### src/rtl/rgn_pkg.sv
package rgn_pkg;

    typedef enum logic [2:0] {
        RS_I  = 3'b000,
        RS_CI = 3'b001,
        RS_CC = 3'b010,
        RS_CD = 3'b011,
        RS_DI = 3'b101,
        RS_DC = 3'b110,
        RS_DD = 3'b111
    } rstate_e;

    localparam logic [1:0] EXT_NONE  = 2'b01;
    localparam logic [1:0] EXT_CLEAN = 2'b10;
    localparam logic [1:0] EXT_DIRTY = 2'b11;

    // Broadcast decision from the remote half of the state.
    function automatic logic bcast_needed(logic [2:0] s, logic want_mod);
        case (s[1:0])
            EXT_NONE:  return 1'b0;
            EXT_CLEAN: return want_mod;
            default:   return 1'b1;
        endcase
    endfunction

    function automatic logic spec_allowed(logic [2:0] s, logic want_mod, logic no_unknown);
        if (!bcast_needed(s, want_mod))         return 1'b0;
        if (s[1:0] == EXT_DIRTY)                return 1'b0;
        if (s == RS_I && no_unknown)            return 1'b0;
        return 1'b1;
    endfunction

    function automatic logic [2:0] compose(logic local_dirty, logic [1:0] ext);
        return {local_dirty, ext};
    endfunction

    function automatic logic [1:0] resp_to_ext(logic clean, logic dirty);
        return dirty ? EXT_DIRTY : (clean ? EXT_CLEAN : EXT_NONE);
    endfunction

    function automatic logic [1:0] snoop_ext(logic [1:0] ext, logic want_mod);
        return (want_mod || ext == EXT_DIRTY) ? EXT_DIRTY : EXT_CLEAN;
    endfunction

endpackage

### src/rtl/rgn_lookup.sv
module rgn_lookup
    import rgn_pkg::*;
#(
    parameter int TAG_W = 19,
    parameter int CNT_W = 4,
    parameter int WAYS  = 2
) (
    input  logic                          clk,
    input  logic                          rst,
    input  logic [TAG_W-1:0]              key,
    input  logic [WAYS-1:0][TAG_W-1:0]    tags,
    input  logic [WAYS-1:0][2:0]          sts,
    input  logic [WAYS-1:0][CNT_W-1:0]    cnts,
    output logic                          hit,
    output logic [$clog2(WAYS)-1:0]       way,
    output logic [2:0]                    st,
    output logic [CNT_W-1:0]              cnt
);
    localparam int WAY_W = $clog2(WAYS);

    logic [WAYS-1:0] match;

    for (genvar w = 0; w < WAYS; w++) begin : g_cmp
        assign match[w] = (sts[w] != RS_I) && (tags[w] == key);
    end

    always_comb begin
        hit = |match;
        way = '0;
        for (int w = 0; w < WAYS; w++) begin
            if (match[w]) way = WAY_W'(w);
        end
        st  = hit ? sts[way] : RS_I;
        cnt = cnts[way];
    end

    // A region may live in only one way of its set.
    p_unique_tag_r10: assert property (@(posedge clk) disable iff (rst) $onehot0(match));

endmodule

### src/rtl/rgn_victim.sv
module rgn_victim #(
    parameter int WAYS = 2
) (
    input  logic [WAYS-1:0]         valid,
    input  logic [WAYS-1:0]         zero,
    input  logic [$clog2(WAYS)-1:0] lru,
    output logic [$clog2(WAYS)-1:0] way,
    output logic                    need_binv
);
    localparam int WAY_W = $clog2(WAYS);

    logic [WAY_W-1:0] free_w;
    logic [WAY_W-1:0] zero_w;

    always_comb begin
        free_w = '0;
        zero_w = '0;
        for (int w = WAYS - 1; w >= 0; w--) begin
            if (!valid[w]) free_w = WAY_W'(w);
            if (zero[w])   zero_w = WAY_W'(w);
        end
        need_binv = 1'b0;
        if (|(~valid))      way = free_w;
        else if (zero[lru]) way = lru;
        else if (|zero)     way = zero_w;
        else begin
            way       = lru;
            need_binv = 1'b1;
        end
    end

endmodule

### src/rtl/region_tracker.sv
module region_tracker
    import rgn_pkg::*;
#(
    parameter int ADDR_W      = 32,
    parameter int LINE_BITS   = 6,
    parameter int REGION_BITS = 9,
    parameter int SET_BITS    = 4
) (
    input  logic              clk,
    input  logic              rst,
    input  logic              cfg_nospec_unknown,
    input  logic              req_valid,
    input  logic [ADDR_W-1:0] req_addr,
    input  logic              req_want_mod,
    output logic              rsp_valid,
    output logic              rsp_hit,
    output logic [2:0]        rsp_state,
    output logic              rsp_bcast,
    output logic              rsp_spec_ok,
    input  logic              snp_valid,
    input  logic [ADDR_W-1:0] snp_addr,
    input  logic              snp_want_mod,
    output logic              snp_rsp_valid,
    output logic              snp_ext_clean,
    output logic              snp_ext_dirty,
    output logic              snp_fwd,
    input  logic              fill_valid,
    input  logic [ADDR_W-1:0] fill_addr,
    input  logic              fill_dirty,
    input  logic              fill_bcast,
    input  logic              fill_ext_clean,
    input  logic              fill_ext_dirty,
    input  logic              evict_valid,
    input  logic [ADDR_W-1:0] evict_addr,
    output logic              busy,
    output logic              binv_req,
    output logic [ADDR_W-1:0] binv_addr,
    input  logic              binv_ack
);
    localparam int LINES  = 1 << (REGION_BITS - LINE_BITS);
    localparam int CNT_W  = $clog2(LINES + 1);
    localparam int TAG_W  = ADDR_W - REGION_BITS - SET_BITS;
    localparam int SETS   = 1 << SET_BITS;
    localparam int WAYS   = 2;
    localparam int WAY_W  = $clog2(WAYS);
    localparam int NCH    = 4;
    localparam int CH_REQ = 0;
    localparam int CH_SNP = 1;
    localparam int CH_FIL = 2;
    localparam int CH_EVC = 3;
    localparam logic [CNT_W-1:0] CNT_MAX = CNT_W'(LINES);

    // Region array storage
    logic [TAG_W-1:0] tag_q  [SETS][WAYS];
    logic [2:0]       st_q   [SETS][WAYS];
    logic [CNT_W-1:0] cnt_q  [SETS][WAYS];
    logic [WAY_W-1:0] plru_q [SETS];

    logic unused_low;
    assign unused_low = ^{req_addr[REGION_BITS-1:0], snp_addr[REGION_BITS-1:0],
                          fill_addr[REGION_BITS-1:0], evict_addr[REGION_BITS-1:0]};

    // Four read channels share one lookup structure
    logic [SET_BITS-1:0] ch_set [NCH];
    logic [TAG_W-1:0]    ch_tag [NCH];
    logic                ch_hit [NCH];
    logic [WAY_W-1:0]    ch_way [NCH];
    logic [2:0]          ch_st  [NCH];
    logic [CNT_W-1:0]    ch_cnt [NCH];

    assign ch_set[CH_REQ] = req_addr[REGION_BITS +: SET_BITS];
    assign ch_set[CH_SNP] = snp_addr[REGION_BITS +: SET_BITS];
    assign ch_set[CH_FIL] = fill_addr[REGION_BITS +: SET_BITS];
    assign ch_set[CH_EVC] = evict_addr[REGION_BITS +: SET_BITS];
    assign ch_tag[CH_REQ] = req_addr[ADDR_W-1 -: TAG_W];
    assign ch_tag[CH_SNP] = snp_addr[ADDR_W-1 -: TAG_W];
    assign ch_tag[CH_FIL] = fill_addr[ADDR_W-1 -: TAG_W];
    assign ch_tag[CH_EVC] = evict_addr[ADDR_W-1 -: TAG_W];

    for (genvar c = 0; c < NCH; c++) begin : g_ch
        logic [WAYS-1:0][TAG_W-1:0] t;
        logic [WAYS-1:0][2:0]       s;
        logic [WAYS-1:0][CNT_W-1:0] n;
        for (genvar w = 0; w < WAYS; w++) begin : g_w
            assign t[w] = tag_q[ch_set[c]][w];
            assign s[w] = st_q[ch_set[c]][w];
            assign n[w] = cnt_q[ch_set[c]][w];
        end
        rgn_lookup #(.TAG_W(TAG_W), .CNT_W(CNT_W), .WAYS(WAYS)) u_lk (
            .clk  (clk),
            .rst  (rst),
            .key  (ch_tag[c]),
            .tags (t),
            .sts  (s),
            .cnts (n),
            .hit  (ch_hit[c]),
            .way  (ch_way[c]),
            .st   (ch_st[c]),
            .cnt  (ch_cnt[c])
        );
    end

    // Victim choice for the fill set
    logic [WAYS-1:0]  f_valid;
    logic [WAYS-1:0]  f_zero;
    logic [WAY_W-1:0] v_way;
    logic             v_binv;

    for (genvar w = 0; w < WAYS; w++) begin : g_fz
        assign f_valid[w] = st_q[ch_set[CH_FIL]][w] != RS_I;
        assign f_zero[w]  = cnt_q[ch_set[CH_FIL]][w] == '0;
    end

    rgn_victim #(.WAYS(WAYS)) u_vic (
        .valid     (f_valid),
        .zero      (f_zero),
        .lru       (plru_q[ch_set[CH_FIL]]),
        .way       (v_way),
        .need_binv (v_binv)
    );

    // Pending install while a back-invalidate is outstanding
    logic                pend_q;
    logic [SET_BITS-1:0] pend_set_q;
    logic [WAY_W-1:0]    pend_way_q;
    logic [TAG_W-1:0]    pend_tag_q;
    logic [2:0]          pend_st_q;

    // Single write port: install > fill > line eviction > snoop
    logic                wr_en;
    logic                wr_touch;
    logic [SET_BITS-1:0] wr_set;
    logic [WAY_W-1:0]    wr_way;
    logic [TAG_W-1:0]    wr_tag;
    logic [2:0]          wr_st;
    logic [CNT_W-1:0]    wr_cnt;
    logic                start_binv;
    logic [1:0]          fill_resp;

    assign fill_resp = resp_to_ext(fill_ext_clean, fill_ext_dirty);

    always_comb begin
        wr_en      = 1'b0;
        wr_touch   = 1'b0;
        wr_set     = '0;
        wr_way     = '0;
        wr_tag     = '0;
        wr_st      = RS_I;
        wr_cnt     = '0;
        start_binv = 1'b0;
        if (pend_q && binv_ack) begin
            wr_en    = 1'b1;
            wr_touch = 1'b1;
            wr_set   = pend_set_q;
            wr_way   = pend_way_q;
            wr_tag   = pend_tag_q;
            wr_st    = pend_st_q;
            wr_cnt   = CNT_W'(1);
        end else if (fill_valid && !pend_q) begin
            wr_set = ch_set[CH_FIL];
            wr_tag = ch_tag[CH_FIL];
            if (ch_hit[CH_FIL]) begin
                wr_en    = 1'b1;
                wr_touch = 1'b1;
                wr_way   = ch_way[CH_FIL];
                wr_st    = compose(ch_st[CH_FIL][2] | fill_dirty,
                                   fill_bcast ? fill_resp : ch_st[CH_FIL][1:0]);
                wr_cnt   = (ch_cnt[CH_FIL] == CNT_MAX) ? CNT_MAX : ch_cnt[CH_FIL] + CNT_W'(1);
            end else if (!v_binv) begin
                wr_en    = 1'b1;
                wr_touch = 1'b1;
                wr_way   = v_way;
                wr_st    = compose(fill_dirty, fill_resp);
                wr_cnt   = CNT_W'(1);
            end else begin
                start_binv = 1'b1;
            end
        end else if (evict_valid && ch_hit[CH_EVC]) begin
            wr_en  = 1'b1;
            wr_set = ch_set[CH_EVC];
            wr_way = ch_way[CH_EVC];
            wr_tag = ch_tag[CH_EVC];
            wr_st  = ch_st[CH_EVC];
            wr_cnt = (ch_cnt[CH_EVC] == '0) ? '0 : ch_cnt[CH_EVC] - CNT_W'(1);
        end else if (snp_valid && ch_hit[CH_SNP]) begin
            wr_en  = 1'b1;
            wr_set = ch_set[CH_SNP];
            wr_way = ch_way[CH_SNP];
            wr_tag = ch_tag[CH_SNP];
            wr_st  = compose(ch_st[CH_SNP][2], snoop_ext(ch_st[CH_SNP][1:0], snp_want_mod));
            wr_cnt = ch_cnt[CH_SNP];
        end
    end

    always_ff @(posedge clk) begin
        if (rst) begin
            for (int s = 0; s < SETS; s++) begin
                plru_q[s] <= '0;
                for (int w = 0; w < WAYS; w++) begin
                    tag_q[s][w] <= '0;
                    st_q[s][w]  <= RS_I;
                    cnt_q[s][w] <= '0;
                end
            end
            pend_q     <= 1'b0;
            pend_set_q <= '0;
            pend_way_q <= '0;
            pend_tag_q <= '0;
            pend_st_q  <= RS_I;
            binv_addr  <= '0;
        end else begin
            if (req_valid && ch_hit[CH_REQ]) plru_q[ch_set[CH_REQ]] <= ~ch_way[CH_REQ];
            if (wr_en) begin
                tag_q[wr_set][wr_way] <= wr_tag;
                st_q[wr_set][wr_way]  <= wr_st;
                cnt_q[wr_set][wr_way] <= wr_cnt;
            end
            if (wr_touch) plru_q[wr_set] <= ~wr_way;
            if (start_binv) begin
                pend_q     <= 1'b1;
                pend_set_q <= ch_set[CH_FIL];
                pend_way_q <= v_way;
                pend_tag_q <= ch_tag[CH_FIL];
                pend_st_q  <= compose(fill_dirty, fill_resp);
                binv_addr  <= {tag_q[ch_set[CH_FIL]][v_way], ch_set[CH_FIL], {REGION_BITS{1'b0}}};
            end else if (pend_q && binv_ack) begin
                pend_q <= 1'b0;
            end
        end
    end

    assign busy     = pend_q;
    assign binv_req = pend_q;

    // Registered answers
    always_ff @(posedge clk) begin
        if (rst) begin
            rsp_valid     <= 1'b0;
            rsp_hit       <= 1'b0;
            rsp_state     <= RS_I;
            rsp_bcast     <= 1'b0;
            rsp_spec_ok   <= 1'b0;
            snp_rsp_valid <= 1'b0;
            snp_ext_clean <= 1'b0;
            snp_ext_dirty <= 1'b0;
            snp_fwd       <= 1'b0;
        end else begin
            rsp_valid     <= req_valid;
            rsp_hit       <= req_valid && ch_hit[CH_REQ];
            rsp_state     <= req_valid ? ch_st[CH_REQ] : RS_I;
            rsp_bcast     <= req_valid && bcast_needed(ch_st[CH_REQ], req_want_mod);
            rsp_spec_ok   <= req_valid && spec_allowed(ch_st[CH_REQ], req_want_mod, cfg_nospec_unknown);
            snp_rsp_valid <= snp_valid;
            snp_ext_clean <= snp_valid && ch_hit[CH_SNP] && !ch_st[CH_SNP][2];
            snp_ext_dirty <= snp_valid && ch_hit[CH_SNP] && ch_st[CH_SNP][2];
            snp_fwd       <= snp_valid && ch_hit[CH_SNP] && (ch_cnt[CH_SNP] != '0);
        end
    end

    p_direct_nospec_r4: assert property (@(posedge clk) disable iff (rst)
        rsp_valid && !rsp_bcast |-> !rsp_spec_ok);
    p_dirty_nospec_r4: assert property (@(posedge clk) disable iff (rst)
        rsp_valid && rsp_state[1:0] == EXT_DIRTY |-> !rsp_spec_ok);
    p_miss_is_i_r1: assert property (@(posedge clk) disable iff (rst)
        rsp_valid && !rsp_hit |-> rsp_bcast && rsp_state == RS_I);
    p_fwd_tracked_r7: assert property (@(posedge clk) disable iff (rst)
        snp_fwd |-> snp_rsp_valid && (snp_ext_clean || snp_ext_dirty));
    p_resp_excl_r6: assert property (@(posedge clk) disable iff (rst)
        !(snp_ext_clean && snp_ext_dirty));
    p_binv_hold_r11: assert property (@(posedge clk) disable iff (rst)
        binv_req && !binv_ack |=> binv_req && $stable(binv_addr));
    p_ack_install_r11: assert property (@(posedge clk) disable iff (rst)
        binv_req && binv_ack |=> !busy);
    p_no_overflow_r9: assert property (@(posedge clk) disable iff (rst)
        wr_en |-> wr_cnt <= CNT_MAX);

endmodule

### config.mk
export PLATFORM = sky130hd
export DESIGN_NAME = region_tracker
export DESIGN_NICKNAME = d
export VERILOG_FILES = /design/src/rtl/rgn_pkg.sv /design/src/rtl/rgn_lookup.sv /design/src/rtl/rgn_victim.sv /design/src/rtl/region_tracker.sv
export SDC_FILE = /design/constraint.sdc
export NUM_CORES = 2
export LEC_CHECK = 0
export BUFFER_PORTS_ARGS = -buffer_cell sky130_fd_sc_hd__buf_4
export CORE_UTILIZATION = 43
export DETAILED_ROUTE_END_ITERATION = 8
export PLACE_DENSITY = 0.59
export REMOVE_ABC_BUFFERS = 1
export SLEW_MARGIN = 20
export SYNTH_ARGS = -nofsm -noshare
export SYNTH_HDL_FRONTEND = slang
export SYNTH_SLANG_ARGS = --single-unit
### constraint.sdc
create_clock -name clk -period 14.8 [get_ports clk]
set_input_delay 1.48 -clock clk [delete_from_list [all_inputs] [get_ports clk]]
set_output_delay 1.48 -clock clk [all_outputs]
set_load 0.1 [all_outputs]
* Yosys cells after proc, flatten, opt, wreduce, memory -nomap -nowiden
Memory sizes are Yosys's and may differ from the RTL's.
Index checks and enable logic that the tools add are counted.
** Operators by class
- Bitwise logic cells :: 7
- Order comparisons :: 8
- Equality and inequality tests :: 13
- Multiplexer cells :: 135
- Add/subtract/negate cells :: 2
- Reductions and logical operators :: 49
** Operators with widths (count)
- $eq 19x19->1 :: 8
- $mux 19 :: 8
- $mux 38 :: 3
- $mux 4 :: 23
- $mux 1 :: 69
- $mux 3 :: 19
- $reduce_or 38->1 :: 1
- $mux 8 :: 3
- $reduce_bool 3->1 :: 8
- $logic_and 1x1->1 :: 20
- $demux 19 s1 :: 1
- $mux 6 :: 3
- $reduce_or 2->1 :: 7
- $logic_not 4->1 :: 3
- $lt 1x2->1 const B :: 5
- $reduce_or 8->1 :: 1
- $eq 2x2->1 const B :: 3
- $mux 2 :: 3
- $reduce_or 6->1 :: 1
- $add 4x1->4 const B :: 1
- $demux 4 s1 :: 1
- $eq 4x4->1 const B :: 1
- $ge 2x2->1 const B :: 2
- $not 1->2 :: 2
- 14 further kinds :: 18
** Storage, ports and cells
- Output and inout bits :: 45
- Bits in registers :: 62
- Memories kept :: 4
- Logic and storage cells :: 233
- Bits in writable memories :: 848
- Input port bits :: 142
** Memory list
- tag_q :: depth 16, width 38, rd ports 4, clocked after memory_dff 0, wr ports 16, line region_tracker.sv:54 : logic [TAG_W-1:0] tag_q [SETS][WAYS];
- cnt_q :: depth 16, width 8, rd ports 3, clocked after memory_dff 0, wr ports 16, line region_tracker.sv:56 : logic [CNT_W-1:0] cnt_q [SETS][WAYS];
- st_q :: depth 16, width 6, rd ports 4, clocked after memory_dff 0, wr ports 16, line region_tracker.sv:55 : logic [2:0] st_q [SETS][WAYS];
- plru_q :: depth 16, width 1, rd ports 1, clocked after memory_dff 0, wr ports 16, line region_tracker.sv:57 : logic [WAY_W-1:0] plru_q [SETS];

* Depth between registers and ports, before layout
An unclocked memory read counts as a cell.
- Depth in word-level cells :: 22
- Mapped depth :: 21
- Gate-level depth less buffers :: 15

* Hierarchy
From an unflattened synthesis, not the netlist that was laid out.
** Second synthesis, totals
- Cell total of the unflattened synthesis :: 4323
- Area, all modules :: 61850.6 µm²
** Modules (own cells, without submodules)
- region_tracker :: cells each 4057, instances 1, area each 59624.7 µm², sequential area each 26625.5 µm²
- rgn_lookup :: cells each 65, instances 4, area each 546.8 µm², sequential area each 0.0 µm²
- rgn_victim :: cells each 6, instances 1, area each 38.8 µm², sequential area each 0.0 µm²

* Worst setup path before layout
OpenSTA, ideal clock, no wires.
- Kind :: input to register
- From :: input port fill_addr[11]
- To :: memory cnt_q[1][4] (netlist bit) (enable)
- Required time :: 14413 ps
- Arrival time :: 5672 ps
- Library setup time :: 387 ps
- Cell stages on the path :: 15
- Buffers on the path :: 4
- Setup slack :: 8742 ps
- Cells stage by stage :: buf_2 > buf_2 > buf_1 > mux4_2 > mux4_2 > xnor2_1 > nand2_1 > nor4_2 > nand3_1 > a211oi_2 > a211oi_4 > nor3_4 > buf_12 > nand3_4 > nand2b_1
** RTL lines
- start, declared :: line region_tracker.sv:28 : input logic [ADDR_W-1:0] fill_addr,
- end, declared :: line region_tracker.sv:56

==> metrics.cfg <==
[status]
status=completed

[global_route]
grt_antenna_before_repair=5
use_met2_pct=50.2
grt_util_met1_pct=48.0
overflow=0
gr-usage-met3_pct=11.8
grt_max_degree=92
track_usage_pct=35.6
top_usage_layer=met2
grt_first_pass_wirelength_um=363000
grt_pass1_vias=44769

[critical_path]
worst_path_most_repeated_cell=buf_4
rr_worst_depth=12
crit_arrival_ns=9.73
cp-end-kind=flip-flop
worst_ep_required_time_ns=15.17
r2r-end=tag_q[1][11]
max_stage_delay_ns=1.17
crit_family=simple AND/OR/NAND/NOR gates
worstPathMaxFanout=63
slowest_stage=nor4_2
path_cells=buf_8, buf_4, buf_4, mux4_2, a22oi_1, nand2_1, xor2_1, nor4_2, nand3_1, a211oi_2, a211oi_4, nor3_4, buf_4, nand3_4, nand2b_2, buf_4
path_class=in2reg
critPathLaunchType=primary input
cp.buffers_inverters=5
timing.reg2reg.setup_slack_ns=7.57
r2r_start=tag_q[7][11]

[cts]
clkSlewWorstSetupHoldPaths_ns=0.07
cts_hold_buffers=0
postCtsResizedCells=0
cts_sinks=906
cts_tree=done
cts-root-buf=clkbuf_16
post-cts-setup-buffers=0
clockBufferDepth=3
cts_buffers=108
clock_latency_ns=0.76
htree_levels=3

[sta]
hold_slack_ns=0.475
setup_viol=0
fin_crit_sh_pct=63.2
finalHoldViolCount=0
worstMarginPinSlew_ns=1.32
period_minus_slack_ns=9.36
skew_ns=0.0444
rsz0062_at_grt=false
relSlewSlack_pct=11.0
slew_viol_final=0
fin_tns_setup_ns=0
timing.fmax_mhz=107
setup_ws_ns=5.44

[min_path]
hold_start=binv_addr[18]
hold_end=binv_addr[18]
hp-class=reg2reg
hold_depth=2

[logic_synthesis]
yosys-top-cells-area=edfxtp_1, mux4_2, mux2i_1
netlist_area_um2=63000
synth_seq_area_share_pct=42.3
synth_async_sr_flop_share_pct=0
synth_largest_area_cell=edfxtp_1
ys_types=101
synth_top_area_share_pct=40.4
yosysWarnings=0
ys_seq_elements=906
synth_edf_count=848
syn_inst=4672
synth_flop_cell=edfxtp_1
synth.avg_cell_area_um2=13.5

[layout]
final_cells=6588
drive_gt1_share_pct=31.0
layout_common_cells=nor2_1, edfxtp_1, mux4_2
multiInputGateArea_um2=33600
fillerInstances=12741
area_delta_synth_final_pct=8.75
design_area_um2=68500
final_common_cell=nor2_1
ff_latch_area_um2=26600
finalNetCount=4722

[floorplanning]
coreArea_um2=146000
die_w_um=385
pin_count=187
die-area_um2=148000
die-height_um=385
rows=140
start_util_pct=43.3

[place]
post-place-cells=6383
dp_slack_ns=5.17
placed_area_um2=64900
gp_congestion=1.02
portBuffers=141
dp_hpwl_um=170000

[detailed_routing]
first_iter_violations=7978
first_pass_iters=7
finalWirelength_um=264000
ant_nets=0
vias=47214
wl_per_cell_um=40.1
drc=0
vias_per_cell=7.17

[flow_run]
drv_cap=0

[pwr]
leakage_uw=0.0238
p_per_area_nw_per_um2=110
irDropWorstVdd_uv=109

cells by family after synthesis:
group	after synthesis	synth area share (%)
fa+ha+maj	4	0.0755
mux	1215	34.9
xor+xnor	195	2.71
compound gates	430	4.82
flops	906	42.3
buf+inv	514	4.89
simple gates	1407	10.4
other cells	1	0.00595
through the flow:
stage                     util (%)  power, uW
after floorplan                  -       3960
after global placement        44.6       4710
after global routing          47.1       7660
after detailed placement      44.6       4720
after CTS                     47.0       7460
final                         47.1       7520
how the worst max path moves through the flow:
stage / startpoint / slack, ns / depth (start not counted) / to
after CTS: snp_addr[9] / 5.90 / 16 / tag_q[4][4]
final: fill_addr[10] / 5.44 / 16 / cnt_q[9][6]
after global routing: snp_addr[9] / 5.46 / 16 / tag_q[4][4]
after global placement: snp_addr[9] / 5.19 / 16 / tag_q[4][12]
after floorplan: fill_addr[11] / 6.88 / 11 / cnt_q[15][4]
after detailed placement: snp_addr[9] / 5.17 / 16 / tag_q[4][12]
final cells by class:
cell class,count,share of cell area [%]
antenna,3,0.0110
clock buffer,131,4.16
sequential,906,38.9
clock inverter,70,1.07
inverter,26,0.142
multi-input combinational,3260,49.0
timing repair buffer,275,3.21
tap,1917,3.50
cells in the mapped netlist (62+ instances only):
library cell,n
buf_6,68
buf_2,149
a22oi_1,86
mux2i_1,376
nor2_1,948
nand2_1,127
a21oi_1,94
clkbuf_1,153
xor2_1,86
xnor2_1,109
mux2_2,62
edfxtp_1,848
mux4_2,777
power by group:
| part | internal (uW) | switching, uW |
|---|---|---|
| combinational | 611 | 1090 |
| clock | 1610 | 1170 |
| sequential | 2930 | 111 |
| total | 5150 | 2370 |
worst register-to-register path, cell delays in order (launching register included):
cell      delay (ns)
edfxtp_1        0.42
mux4_2          0.50
mux4_2          0.63
xnor2_1         0.20
nand4_1         0.39
nor4b_2         0.61
and3_1          0.59
a211oi_2        0.13
a211oi_4        0.91
and2b_4         0.56
nand3_4         0.65
nand2b_2        0.74
buf_4           0.51
layer usage:
layer / vias up / routed length, um
met5: - / 113
met4: 2 / 18000
met3: 750 / 38700
met2: 4109 / 111000
met1: 24179 / 96600
li1: 18174 / -
sequential cells by signal (all words and copies together), names as in the netlist, 3 cells and up:
name and flops:
plru_q 16, tag_q 608, pend_set_q 3, rsp_state 3, pend_tag_q 19, cnt_q 128, pend_st_q 3, st_q 96
binv_addr 20
Note: power is estimated with default switching activity, not from simulation.
